`src/rtl/drc_pkg.sv`:
```
package drc_pkg;

    localparam int BYTE_W = 8;
    localparam int NIB_W  = 4;

    // command opcodes carried in host_data[7:5]
    localparam logic [2:0] OP_MODE   = 3'b000;
    localparam logic [2:0] OP_DIV    = 3'b001;
    localparam logic [2:0] OP_PTR    = 3'b100;
    localparam logic [2:0] OP_MASK   = 3'b101;
    localparam logic [2:0] OP_DBLANK = 3'b110;

    typedef struct packed {
        logic [2:0] op;
        logic [4:0] arg;
    } cmd_t;

    typedef struct packed {
        logic [NIB_W-1:0] hi;
        logic [NIB_W-1:0] lo;
    } entry_t;

    typedef struct packed {
        logic mode8;
        logic mask_a;
        logic mask_b;
        logic dblank;
    } dispcfg_t;

    function automatic int unsigned wrap_inc(int unsigned cur, int unsigned last);
        return (cur >= last) ? 0 : cur + 1;
    endfunction

endpackage

```
`src/rtl/drc_prescaler.sv`:
```
module drc_prescaler #(
    parameter int PRE_W = 5
) (
    input  logic             clk,
    input  logic             rst,
    input  logic [PRE_W-1:0] div,
    output logic             tick
);
    logic [PRE_W-1:0] cnt;

    // a divisor lowered below the running count ends the period at once
    assign tick = (cnt >= div);

    always_ff @(posedge clk) begin
        if (rst) begin
            cnt <= '0;
        end else if (tick) begin
            cnt <= '0;
        end else begin
            cnt <= cnt + 1'b1;
        end
    end
endmodule

```
`src/rtl/drc_scan_seq.sv`:
```
module drc_scan_seq
    import drc_pkg::*;
#(
    parameter int DEPTH      = 16,
    parameter int SCAN_TICKS = 4,
    localparam int ADDR_W    = $clog2(DEPTH),
    localparam int SUB_W     = (SCAN_TICKS > 2) ? $clog2(SCAN_TICKS) : 1
) (
    input  logic              clk,
    input  logic              rst,
    input  logic              tick,
    input  logic              mode8,
    output logic [ADDR_W-1:0] scan,
    output logic              guard
);
    localparam int unsigned LAST_FULL = DEPTH - 1;
    localparam int unsigned LAST_HALF = DEPTH / 2 - 1;
    localparam logic [SUB_W-1:0] SUB_LAST = SUB_W'(SCAN_TICKS - 1);

    logic [SUB_W-1:0]  sub;
    logic [ADDR_W-1:0] scan_nx;
    int unsigned       last;

    always_comb begin
        last    = mode8 ? LAST_HALF : LAST_FULL;
        scan_nx = ADDR_W'(wrap_inc(int'(scan), last));
    end

    assign guard = (sub == '0);

    always_ff @(posedge clk) begin
        if (rst) begin
            sub  <= '0;
            scan <= '0;
        end else if (tick) begin
            if (sub == SUB_LAST) begin
                sub  <= '0;
                scan <= scan_nx;
            end else begin
                sub <= sub + 1'b1;
            end
        end
    end
endmodule

```
`src/rtl/drc_host_ctrl.sv`:
```
module drc_host_ctrl
    import drc_pkg::*;
#(
    parameter int DEPTH   = 16,
    parameter int PRE_W   = 5,
    parameter int RST_DIV = 7,
    localparam int ADDR_W = $clog2(DEPTH)
) (
    input  logic              clk,
    input  logic              rst,
    input  logic              host_we,
    input  logic              host_is_cmd,
    input  logic [BYTE_W-1:0] host_data,
    output dispcfg_t          cfg,
    output logic [PRE_W-1:0]  div,
    output logic [ADDR_W-1:0] wptr,
    output logic              ram_we
);
    cmd_t cmd;
    logic cmd_we;

    assign cmd    = cmd_t'(host_data);
    assign cmd_we = host_we && host_is_cmd;
    assign ram_we = host_we && !host_is_cmd;

    always_ff @(posedge clk) begin
        if (rst) begin
            cfg  <= '0;
            div  <= PRE_W'(RST_DIV);
            wptr <= '0;
        end else begin
            if (ram_we) begin
                wptr <= wptr + 1'b1;
            end
            if (cmd_we) begin
                case (cmd.op)
                    OP_MODE:   cfg.mode8  <= cmd.arg[0];
                    OP_DIV:    div        <= PRE_W'(cmd.arg);
                    OP_PTR:    wptr       <= ADDR_W'(cmd.arg);
                    OP_MASK: begin
                        cfg.mask_a <= cmd.arg[1];
                        cfg.mask_b <= cmd.arg[0];
                    end
                    OP_DBLANK: cfg.dblank <= cmd.arg[0];
                    default: ;
                endcase
            end
        end
    end
endmodule

```
`src/rtl/drc_disp_ram.sv`:
```
module drc_disp_ram
    import drc_pkg::*;
#(
    parameter int DEPTH   = 16,
    localparam int ADDR_W = $clog2(DEPTH)
) (
    input  logic              clk,
    input  logic              rst,
    input  logic              we,
    input  logic [ADDR_W-1:0] waddr,
    input  logic [BYTE_W-1:0] wdata,
    input  logic [ADDR_W-1:0] raddr,
    output entry_t            rdata
);
    entry_t mem [DEPTH];

    for (genvar i = 0; i < DEPTH; i++) begin : g_entry
        always_ff @(posedge clk) begin
            if (rst) begin
                mem[i] <= '0;
            end else if (we && waddr == ADDR_W'(i)) begin
                mem[i] <= entry_t'(wdata);
            end
        end
    end

    assign rdata = mem[raddr];
endmodule

```
`src/rtl/disp_refresh_ctrl.sv`:
```
module disp_refresh_ctrl
    import drc_pkg::*;
#(
    parameter int DEPTH      = 16,
    parameter int PRE_W      = 5,
    parameter int RST_DIV    = 7,
    parameter int SCAN_TICKS = 4,
    localparam int ADDR_W    = $clog2(DEPTH)
) (
    input  logic              clk,
    input  logic              rst,
    input  logic              host_we,
    input  logic              host_is_cmd,
    input  logic [7:0]        host_data,
    output logic [ADDR_W-1:0] scan_line,
    output logic [3:0]        port_a,
    output logic [3:0]        port_b,
    output logic              disp_blank
);
    dispcfg_t          cfg;
    logic [PRE_W-1:0]  div;
    logic [ADDR_W-1:0] wptr;
    logic              ram_we;
    logic              tick;
    logic              guard;
    logic              mode8;
    logic              mask_a;
    logic              mask_b;
    entry_t            cur;

    drc_host_ctrl #(.DEPTH(DEPTH), .PRE_W(PRE_W), .RST_DIV(RST_DIV)) u_ctrl (
        .clk(clk), .rst(rst), .host_we(host_we), .host_is_cmd(host_is_cmd),
        .host_data(host_data), .cfg(cfg), .div(div), .wptr(wptr), .ram_we(ram_we)
    );

    drc_prescaler #(.PRE_W(PRE_W)) u_pre (
        .clk(clk), .rst(rst), .div(div), .tick(tick)
    );

    drc_scan_seq #(.DEPTH(DEPTH), .SCAN_TICKS(SCAN_TICKS)) u_scan (
        .clk(clk), .rst(rst), .tick(tick), .mode8(mode8),
        .scan(scan_line), .guard(guard)
    );

    drc_disp_ram #(.DEPTH(DEPTH)) u_ram (
        .clk(clk), .rst(rst), .we(ram_we), .waddr(wptr), .wdata(host_data),
        .raddr(scan_line), .rdata(cur)
    );

    assign mode8  = cfg.mode8;
    assign mask_a = cfg.mask_a;
    assign mask_b = cfg.mask_b;

    always_comb begin
        disp_blank = guard || cfg.dblank;
        port_a     = (disp_blank || mask_a) ? '0 : cur.hi;
        port_b     = (disp_blank || mask_b) ? '0 : cur.lo;
    end
endmodule

```
`config.mk`:
```
export PLATFORM = sky130hd
export DESIGN_NAME = disp_refresh_ctrl
export DESIGN_NICKNAME = d
export VERILOG_FILES = /design/src/rtl/drc_pkg.sv /design/src/rtl/drc_prescaler.sv /design/src/rtl/drc_scan_seq.sv /design/src/rtl/drc_host_ctrl.sv /design/src/rtl/drc_disp_ram.sv /design/src/rtl/disp_refresh_ctrl.sv
export SDC_FILE = /design/constraint.sdc
export NUM_CORES = 1
export LEC_CHECK = 0
export CORE_ASPECT_RATIO = 1.2
export CORE_MARGIN = 3
export CORE_UTILIZATION = 55
export CTS_BUF_LIST = sky130_fd_sc_hd__clkbuf_8
export CTS_CLUSTER_SIZE = 12
export DETAILED_ROUTE_END_ITERATION = 7
export PLACE_DENSITY = 0.73
export REMOVE_ABC_BUFFERS = 1
export SETUP_SLACK_MARGIN = 0.15
export SKIP_LAST_GASP = 1
export SYNTH_ARGS = -nofsm -noshare
export SYNTH_HDL_FRONTEND = slang
export SYNTH_SLANG_ARGS = --single-unit
```
`constraint.sdc`:
```
create_clock -name clk -period 3.2 [get_ports clk]
set_input_delay 0.96 -clock clk [delete_from_list [all_inputs] [get_ports clk]]
set_output_delay 0.96 -clock clk [all_outputs]
set_load 0.03 [all_outputs]
```
==> results of run 1 <==
-- cell usage in the layout, fill, tap and decap left out, types with 12 or more instances in the layout --
cell type / n
edfxtp_1: 128
and2_1: 126
buf_4: 45
nor2_1: 39
mux4_2: 25
dfxtp_1: 25
nand2_1: 21
mux2i_1: 19
clkbuf_8: 17
clkdlybuf4s50_1: 16
inv_1: 14
ha_1: 14
o21bai_1: 12
-- sequential cells by signal, summed over array words and instances, names as in the netlist, named ones only --
name,count
u_scan.sub,2
u_ctrl.wptr,4
u_ram.mem,128
u_ctrl.cfg,4
u_ctrl.div,5
u_pre.cnt,5
u_scan.scan,4
-- area by class of cell --
cell class	instances	area (µm²)
Sequential cell	156	4410
Clock buffer	17	234
Fill cell	905	4180
Inverter	12	45.0
Multi-Input combinational cell	363	2950
Clock inverter	15	196
Tap cell	164	205
Timing Repair Buffer	70	681
-- metal layers --
layer / GRT usage / wire length (µm)
met2: 0.395 / 8440
met4: 0.0967 / 600
met3: 0.0468 / 1160
met1: 0.340 / 7170
met5: 0 / 0
-- power by group through the flow --
stage,logic (mW),clock network (mW),registers (mW)
finish,0.245,1.60,2.28
global route,0.265,1.71,2.29
CTS,0.241,1.61,2.28
detailed placement,0.230,0,2.33
global placement,0.223,0,2.33
floorplan,0.114,0,2.32
-- worst min path at each step --
stage	start	endpoint	slack (ns)	cells past startpoint
2_1_floorplan	u_ctrl.cfg[3]	u_ctrl.cfg[3]	0.43	2
3_3_place_gp	u_ctrl.div[1]	u_ctrl.div[1]	0.45	1
3_5_place_dp	u_ctrl.cfg[3]	u_ctrl.cfg[3]	0.47	2
4_1_cts	u_ctrl.cfg[3]	u_ctrl.cfg[3]	0.48	2
5_1_grt	u_ctrl.div[2]	u_ctrl.div[2]	0.51	1
6_report	u_ctrl.cfg[3]	u_ctrl.cfg[3]	0.47	2
-- kinds of logic (layout without fill, tap and decap cells) --
kind of cell / count (synthesis) / after routing
fa+ha+maj: 14 / 14
mux: 55 / 55
simple gates: 236 / 236
flops: 156 / 156
compound gates: 52 / 52
xor+xnor: 6 / 6
buf+inv: 43 / 114
-- what timing repair did --
action | in CTS | in global routing
hold endpoints to repair | 0 | 0
buffers inserted | 3 | 5
endpoints found under the setup margin | 8 | 9
gates resized for setup | 44 | 10
pin swaps | 1 | 3
cloned | 1 | 1
-- stage by stage --
stage | cells | hold WS [ns] | cell area [µm²] | total power [mW] | setup TNS, ns
4_1_cts | 791 | 0.480 | 8610 | 4.14 | -0.178
5_1_grt | 797 | 0.510 | 8720 | 4.27 | -0.516
3_3_place_gp | 755 | 0.449 | 7990 | 2.55 | 0
6_report | 797 | 0.473 | 8720 | 4.13 | -0.0656
2_1_floorplan | 531 | 0.434 | 7250 | 2.43 | -5.29
3_5_place_dp | 755 | 0.467 | 7990 | 2.56 | 0
-- critical path, stage by stage (launching register included) --
cell and delay, ns:
dfxtp_4 0.39, buf_12 0.15, mux4_2 0.52, mux4_2 0.46
nor2b_1 0.14, buf_4 0.16
-- cell usage after synthesis (all sizes together) (3+ instances only) --
| library cell | instances |
|---|---|
| edfxtp | 128 |
| and2 | 126 |
| nor2 | 40 |
| dfxtp | 28 |
| mux4 | 26 |
| mux2i | 25 |
| clkbuf | 22 |
| nand2 | 21 |
| ha | 14 |
| inv | 12 |
| nand3 | 12 |
| o21bai | 12 |
| a21oi | 11 |
| buf | 9 |
| nor3 | 9 |
| a31o | 5 |
| or3 | 5 |
| a211oi | 4 |
| mux2 | 4 |
| nand2b | 4 |
| o22ai | 4 |
| or2 | 4 |
| xor2 | 4 |
| a211o | 3 |
| nor2b | 3 |
| nor3b | 3 |
| o21ai | 3 |
==> results.yml, run 1 <==
outcome:
  run_status: "finished with violations"
  violations: "setup timing"
place:
  place_ws_ns: 0.0118
  dp.final_hpwl_um: 11300
  port_buffers: 24
  gp_congestion: 0.805
die:
  boundaryPins: 25
  row_count: 45
  fp.coreArea_um2: 12900
  die-area_um2: 14900
  start_util: 0.574
  die_width_um: 112
  die_height_um: 133
grt:
  grt_pass1_wl_um: 27500
  antenna_found_initial: 0
  grt_pass1_vias: 4926
  grt_use_total: 0.247
  grt_max_degree: 28
  grt.overflow.total: 0
clock_network:
  htree_levels: 4
  cts_made_buffers: 17
  cts_hold_buf: 0
  cts.sinks: 156
  tritoncts: "yes"
  cts-root-buf: "clkbuf_8"
  cts_buffer_depth: 2
  clock_latency_ns: 0.46
  clkTransAtPathRegs_ns: 0.09
detailed_routing:
  postRouteAntennaNets: 0
  first_pass_iters: 5
  via_per_inst: 5.96
  drc: 0
  vias: 4750
  wl_per_cell_um: 21.8
  drt_iter0_markers: 376
  drt_wl_total_um: 17400
timing:
  slew_headroom: 0.405
  rsz0062_at_grt: "true"
  finalHoldViolations: 0
  period_needed_ns: 3.24
  setup_viol: 3
  setup_slack_ns: -0.0423
  fin_worst_skew_ns: 0.0103
  fin_crit_sh: 1.01
  max_freq_mhz: 308
  tightest_slew_ns: 0.889
  slew_violations: 0
pwr:
  pwr-share-comb: 0.059
  power_density_nw_per_um2: 474
  power_frac_clock: 0.388
  vdd_drop_max_mv: 0.476
  leakage_nw: 3.18
  swShare: 0.225
  p_int_mw: 3.20
  seqPwrFrac: 0.553
  switchingPower_mw: 0.931
final_layout:
  diodes: 0
  drive_gt1_frac: 0.226
  final_core_util: 0.676
  synthToLayoutAreaGrowth_pct: 17.7
  nets: 646
setup_path:
  required_ns: 2.24
  crit_fanout: 7
  r2r-start: "u_pre.cnt[0]"
  crit_type: "reg -> out"
  r2r_setup_slack_ns: 1.07
  end_kind: "output port"
  endpoint: "port_a[3]"
  startpoint_type: "register"
  cp.arrival_ns: 2.28
  reg2reg_depth: 7
worst_hold_path:
  hold_path_class: "reg -> reg"
logic_synthesis:
  syn_area_um2: 7400
  synth-main-ff-cell: "edfxtp_1"
  synth_top_area_cell: "edfxtp_1"
  synth.distinct_cells: 46
  syn-instance-count: 562
  synth_edf_count: 128
  synth_top_area_frac: 0.519
  yosys_warnings: 0
  synthSimpleGateAreaFrac: 0.177
  synth_seq_area_share: 0.595
  synth_fa_ha_area_frac: 0.0237
  synth_top_family_by_area: "simple AND/OR/NAND/NOR gates"
  yosys-top-cells-area: "edfxtp_1 52%, and2_1 11%, dfxtp_1 7.6%"
  synthXorXnorAreaFrac: 0.00710
  synth_seq_cells: 156
  synthArstFlopShare: 0
  synth-compound-area-share: 0.0493
  avgSynthCellArea_um2: 13.2
  muxShareOfSynthArea: 0.120
run:
  drv_cap: 0
Power figures use the tool's default switching activity.
==> inputs of run 2 (changes only) <==
--- a/config.mk
+++ b/config.mk
@@ -11,7 +11,8 @@
 export CTS_BUF_LIST = sky130_fd_sc_hd__clkbuf_8
 export CTS_CLUSTER_SIZE = 12
 export DETAILED_ROUTE_END_ITERATION = 7
-export PLACE_DENSITY = 0.73
+export PLACE_DENSITY = 0.76
+export RECOVER_POWER = 50
 export REMOVE_ABC_BUFFERS = 1
 export SETUP_SLACK_MARGIN = 0.15
 export SKIP_LAST_GASP = 1
==> constraint.sdc (replaced) <==
create_clock -name clk -period 2.9 [get_ports clk]
set_input_delay 0.87 -clock clk [delete_from_list [all_inputs] [get_ports clk]]
set_output_delay 0.87 -clock clk [all_outputs]
set_load 0.03 [all_outputs]
==> run 2 against run 1 <==
Effect of this change: the run still ends with setup timing left; highest routed layer unchanged; sequential share of layout area is 0.26 points higher; final area shrank 0.55%; critical path type unchanged; largest power group unchanged; sequential power grew 11%; via count grew 1.0%; utilization shrank 0.37 points; wire length decreased by 1.9%; critical path depth unchanged; largest cell class unchanged; register-to-register slack got worse by 0.52 ns; clock skew down 0.0020 ns; worst hold slack lost 0.0025 ns; power up 9.3%.
==> results.yml, run 2 (same netlist as run 1, synthesis figures left out) <==
die:
  die-area_um2: 14900
  die_width_um: 112
  row_count: 45
  boundaryPins: 25
  fp.coreArea_um2: 12900
  die_height_um: 133
  start_util: 0.574
final_layout:
  largestRegisters: "u_ram.mem (128), u_ctrl.div (5), u_pre.cnt (5)"
  largest_reg_flops: 128
  final_cell_mix: "128 x edfxtp_1, 108 x and2_1, 39 x nor2_1, 27 x buf_4, 26 x dfxtp_1"
  drive_gt1_frac: 0.215
  layout_commonest_cell: "edfxtp_1"
  top_register: "u_ram.mem"
  n_fill_cell: 911
  fin_cells: 798
  multi_input_area_um2: 2970
  design_area_um2: 8670
  seqCellArea_um2: 4410
  synthToLayoutAreaGrowth_pct: 17.1
  nets: 647
  diodes: 0
setup_path:
  startpoint_type: "register"
  crit_buf_inv: 2
  crit_fanout: 5
  required_ns: 2.03
  r2r_setup_slack_ns: 0.55
  critPathMaxStageDelay_ns: 0.52
  path_cells: "buf_12 -> mux4_2 -> mux4_2 -> nor2b_4 -> buf_6"
  crit_type: "reg -> out"
  endpoint: "port_a[3]"
  cp.arrival_ns: 2.24
  end_kind: "output port"
  critPathSlowestCell: "mux4_2"
  r2r-start: "u_pre.cnt[0]"
  path_depth: 5
  reg2reg_depth: 7
  cp_common_cell: "mux4_2"
  critPathTopFamily: "multiplexers"
pwr:
  swShare: 0.218
  pwr-share-comb: 0.060
  p_int_mw: 3.53
  switchingPower_mw: 0.986
  seqPwrFrac: 0.558
  vdd_drop_max_mv: 0.279
  leakage_nw: 3.14
  power_frac_clock: 0.383
  power_density_nw_per_um2: 521
place:
  placed_area_um2: 8020
  port_buffers: 24
  dp.final_hpwl_um: 11500
  gp_congestion: 0.862
  dpl.cell_count: 760
grt:
  grt_pass1_wl_um: 26700
  grt_max_degree: 25
  use_met1: 0.314
  globalRouteMet2Util: 0.383
  grt_pass1_vias: 4824
  grt_use_total: 0.239
  use_met3: 0.0509
  grt.overflow.total: 0
  antenna_found_initial: 0
  grt_busiest_layer: "met2"
clock_network:
  cts_hold_buf: 0
  cts.sinks: 156
  clkTransAtPathRegs_ns: 0.08
  cts_buffer_depth: 2
  htree_levels: 4
  cts-root-buf: "clkbuf_8"
  cts_made_buffers: 17
  tritoncts: "yes"
  clock_latency_ns: 0.44
detailed_routing:
  via_per_inst: 6.01
  wl_per_cell_um: 21.3
  drt_iter0_markers: 479
  drc: 0
  vias: 4799
  drt_wl_total_um: 17000
  postRouteAntennaNets: 0
  first_pass_iters: 7
timing:
  rsz0062_at_grt: "true"
  period_needed_ns: 3.11
  max_freq_mhz: 321
  finalHoldViolations: 0
  slew_headroom: 0.305
  tightest_slew_ns: 1.03
  fin_worst_skew_ns: 0.00825
  setup_viol: 9
  slew_violations: 0
  setup_slack_ns: -0.212
  fin_crit_sh: 1.07
outcome:
  run_status: "finished with violations"
  violations: "setup timing"
worst_hold_path:
  hold_path_class: "reg -> reg"
run:
  drv_cap: 0
-- run 2: cell type report --
class / instances / area share
clock buffer: 21 / 0.0333
multi-input combinational: 363 / 0.342
timing repair buffer: 71 / 0.0714
clock inverter: 11 / 0.0159
tap: 164 / 0.0237
inverter: 12 / 0.00519
sequential: 156 / 0.509
-- run 2: worst register-to-register path, delay by kind of cell, from the launching register on --
| kind | cells | cell delay, ns |
|---|---|---|
| AO/OA/AOI/OAI | 3 | 1.24 |
| buffers and inverters | 1 | 0.06 |
| flip-flops | 1 | 0.39 |
| AND/OR/NAND/NOR | 2 | 0.30 |
| adder cells (fa/ha/maj) | 1 | 0.26 |
-- run 2: metal layers --
layer,vias to the layer above,part of all wire
met4,0,0.027
met1,2371,0.41
met2,228,0.50
li1,2161,-
met5,-,0
met3,39,0.069
-- run 2: worst min-delay path by stage --
| stage | from | cells after the start | slack, ns | to |
|---|---|---|---|---|
| 2_1_floorplan | u_ctrl.cfg[3] | 2 | 0.43 | u_ctrl.cfg[3] |
| 3_3_place_gp | u_ctrl.div[2] | 1 | 0.45 | u_ctrl.div[2] |
| 3_5_place_dp | u_ctrl.div[1] | 1 | 0.45 | u_ctrl.div[1] |
| 4_1_cts | u_ctrl.div[1] | 1 | 0.47 | u_ctrl.div[1] |
| 5_1_grt | u_ctrl.div[1] | 1 | 0.48 | u_ctrl.div[1] |
| 6_report | u_ctrl.div[1] | 1 | 0.47 | u_ctrl.div[1] |
-- run 2: through the flow --
step | worst slack [ns] | setup TNS, ns | utilization | hold WS [ns] | power, mW
detailed placement | -0.190 | -0.703 | 0.622 | 0.450 | 2.83
global route | -0.286 | -4.62 | 0.672 | 0.483 | 4.65
CTS | -0.226 | -1.26 | 0.667 | 0.471 | 4.53
floorplan | -1.17 | -6.97 | - | 0.434 | 2.69
global placement | -0.185 | -0.367 | 0.622 | 0.445 | 2.82
finish | -0.212 | -1.25 | 0.672 | 0.471 | 4.52
-- run 2: power by group through the flow --
stage | clock network (mW) | logic (mW) | registers [mW]
after floorplan | 0 | 0.125 | 2.56
after global placement | 0 | 0.253 | 2.57
after detailed placement | 0 | 0.261 | 2.57
after CTS | 1.74 | 0.272 | 2.52
after global routing | 1.83 | 0.293 | 2.53
final | 1.73 | 0.270 | 2.52
-- run 2: repair_timing --
action	CTS	global route
endpoints found under the setup margin	9	8
cloned	0	1
pin swaps	7	2
gates resized for setup	42	15
buffers inserted	2	3
==> inputs of run 3 (changes only) <==
--- a/config.mk
+++ b/config.mk
@@ -15,6 +15,7 @@
 export RECOVER_POWER = 50
 export REMOVE_ABC_BUFFERS = 1
 export SETUP_SLACK_MARGIN = 0.15
+export SKIP_CTS_REPAIR_TIMING = 1
 export SKIP_LAST_GASP = 1
 export SYNTH_ARGS = -nofsm -noshare
 export SYNTH_HDL_FRONTEND = slang
==> run 3 against run 2 <==
Effect of this change: the run still ends with setup timing left; clock power about the same; worst hold slack improved by 0.00078 ns; fmax grew 0.24%; clock-buffer cell count did not move; first-iteration DRC count shrank 7.7%; largest power group unchanged; final cell count up 0.13%; final area is 0.14% lower; highest routed layer unchanged; worst setup slack better by 0.0074 ns; sequential share of layout area is 0.088 points higher.
==> results.yml, run 3 (same netlist as run 1, synthesis figures left out) <==
setup_path:
  startpoint_type: "register"
  crit_fanout: 6
  r2r-start: "u_pre.cnt[0]"
  crit_type: "reg -> out"
  cp.arrival_ns: 2.23
  end_kind: "output port"
  required_ns: 2.03
clock_network:
  cts.sinks: 156
  cts-root-buf: "clkbuf_8"
  tritoncts: "yes"
  clkTransAtPathRegs_ns: 0.08
  htree_levels: 4
  cts_made_buffers: 17
  cts_buffer_depth: 2
  clock_latency_ns: 0.44
timing:
  hold_ws_ns: 0.471
  rsz0062_at_grt: "true"
  period_needed_ns: 3.10
  tightest_slew_ns: 1.03
  slew_violations: 0
  slew_headroom: 0.304
  setup_slack_ns: -0.205
  tns_ns: -1.27
  setup_viol: 8
  fin_crit_sh: 1.07
  finalHoldViolations: 0
  fin_worst_skew_ns: 0.00744
  max_freq_mhz: 322
worst_hold_path:
  hold_path_class: "reg -> reg"
  min_from: "u_ctrl.cfg[3]"
final_layout:
  final_cell_mix: "128 x edfxtp_1, 109 x and2_1, 40 x nor2_1, 25 x dfxtp_1, 25 x buf_4"
  largestRegisters: "u_ram.mem (128), u_ctrl.div (5), u_pre.cnt (5)"
  drive_gt1_frac: 0.216
  design_area_um2: 8660
  layout_commonest_cell: "edfxtp_1"
  largest_reg_flops: 128
  nets: 648
  top_register: "u_ram.mem"
  diodes: 0
  synthToLayoutAreaGrowth_pct: 16.9
  n_fill_cell: 901
detailed_routing:
  drc: 0
  via_per_inst: 5.96
  drt_iter0_markers: 442
  route.met3.wl_um: 1320
  first_pass_iters: 5
  postRouteAntennaNets: 0
  wl_met1_um: 6770
  vias: 4765
  top_layer: "met4"
  wl_per_cell_um: 21.2
  wl_met2_um: 8430
  drt_wl_total_um: 16900
die:
  fp.coreArea_um2: 12900
  die-area_um2: 14900
  row_count: 45
  boundaryPins: 25
  die_height_um: 133
  die_width_um: 112
  start_util: 0.574
place:
  place_ws_ns: -0.190
  port_buffers: 24
  placed_area_um2: 8020
  gp_congestion: 0.862
  dp.final_hpwl_um: 11500
grt:
  grt_pass1_wl_um: 26200
  grt_use_total: 0.234
  antenna_found_initial: 0
  grt_pass1_vias: 4720
  grt_max_degree: 25
  grt.overflow.total: 0
pwr:
  p_total_mw: 4.52
  power_density_nw_per_um2: 522
  vdd_drop_max_mv: 0.279
  leakage_nw: 3.14
run:
  drv_cap: 0
outcome:
  run_status: "finished with violations"
  violations: "setup timing"
==> run 3: cell types whose count changed in the layout (fill, tap and decap cells not counted), sizes merged <==
cell,change
clkbuf,+1
dlygate4sd2,-1
dlymetal6s2s,+1
==> run 3: metal layers <==
metal  vias to the layer above  global-route usage
li1                       2159                   -
met1                      2367               0.314
met2                       209               0.370
met3                        30              0.0482
met4                         0               0.109
met5                         -                   0
==> run 3: metrics by stage <==
step,util,std cells
floorplan,-,531
global placement,0.622,760
detailed placement,0.622,760
CTS,0.655,792
global route,0.672,799
finish,0.672,799
==> run 3: final timing paths <==
path | to | slack, ns | cells past startpoint
worst min register to register | u_ctrl.cfg[3] | 0.47 | 2
worst min-delay path | u_ctrl.cfg[3] | 0.47 | 2
worst max-delay path | port_a[3] | -0.20 | 5
worst max register to register | register | 0.55 | 7
==> run 3: cell type report <==
cell class	instances	area, µm²	share of cell area
clock buffer	21	289	0.0334
clock inverter	11	138	0.0159
inverter	12	45.0	0.00520
multi-input combinational	363	2940	0.339
sequential	156	4410	0.509
tap	164	205	0.0237
timing repair buffer	72	632	0.0730
==> run 3: report_power, final <==
group	switching, mW	total, mW	internal [mW]
logic	0.166	0.268	0.102
registers	0.0288	2.52	2.49
clock network	0.793	1.73	0.939
total	0.989	4.52	3.53
==> run 3: critical path: stages (launching register included) <==
cell	delay (ns)
dfxtp_4	0.40
buf_12	0.14
mux4_2	0.52
mux4_2	0.46
nor2b_4	0.14
buf_6	0.13
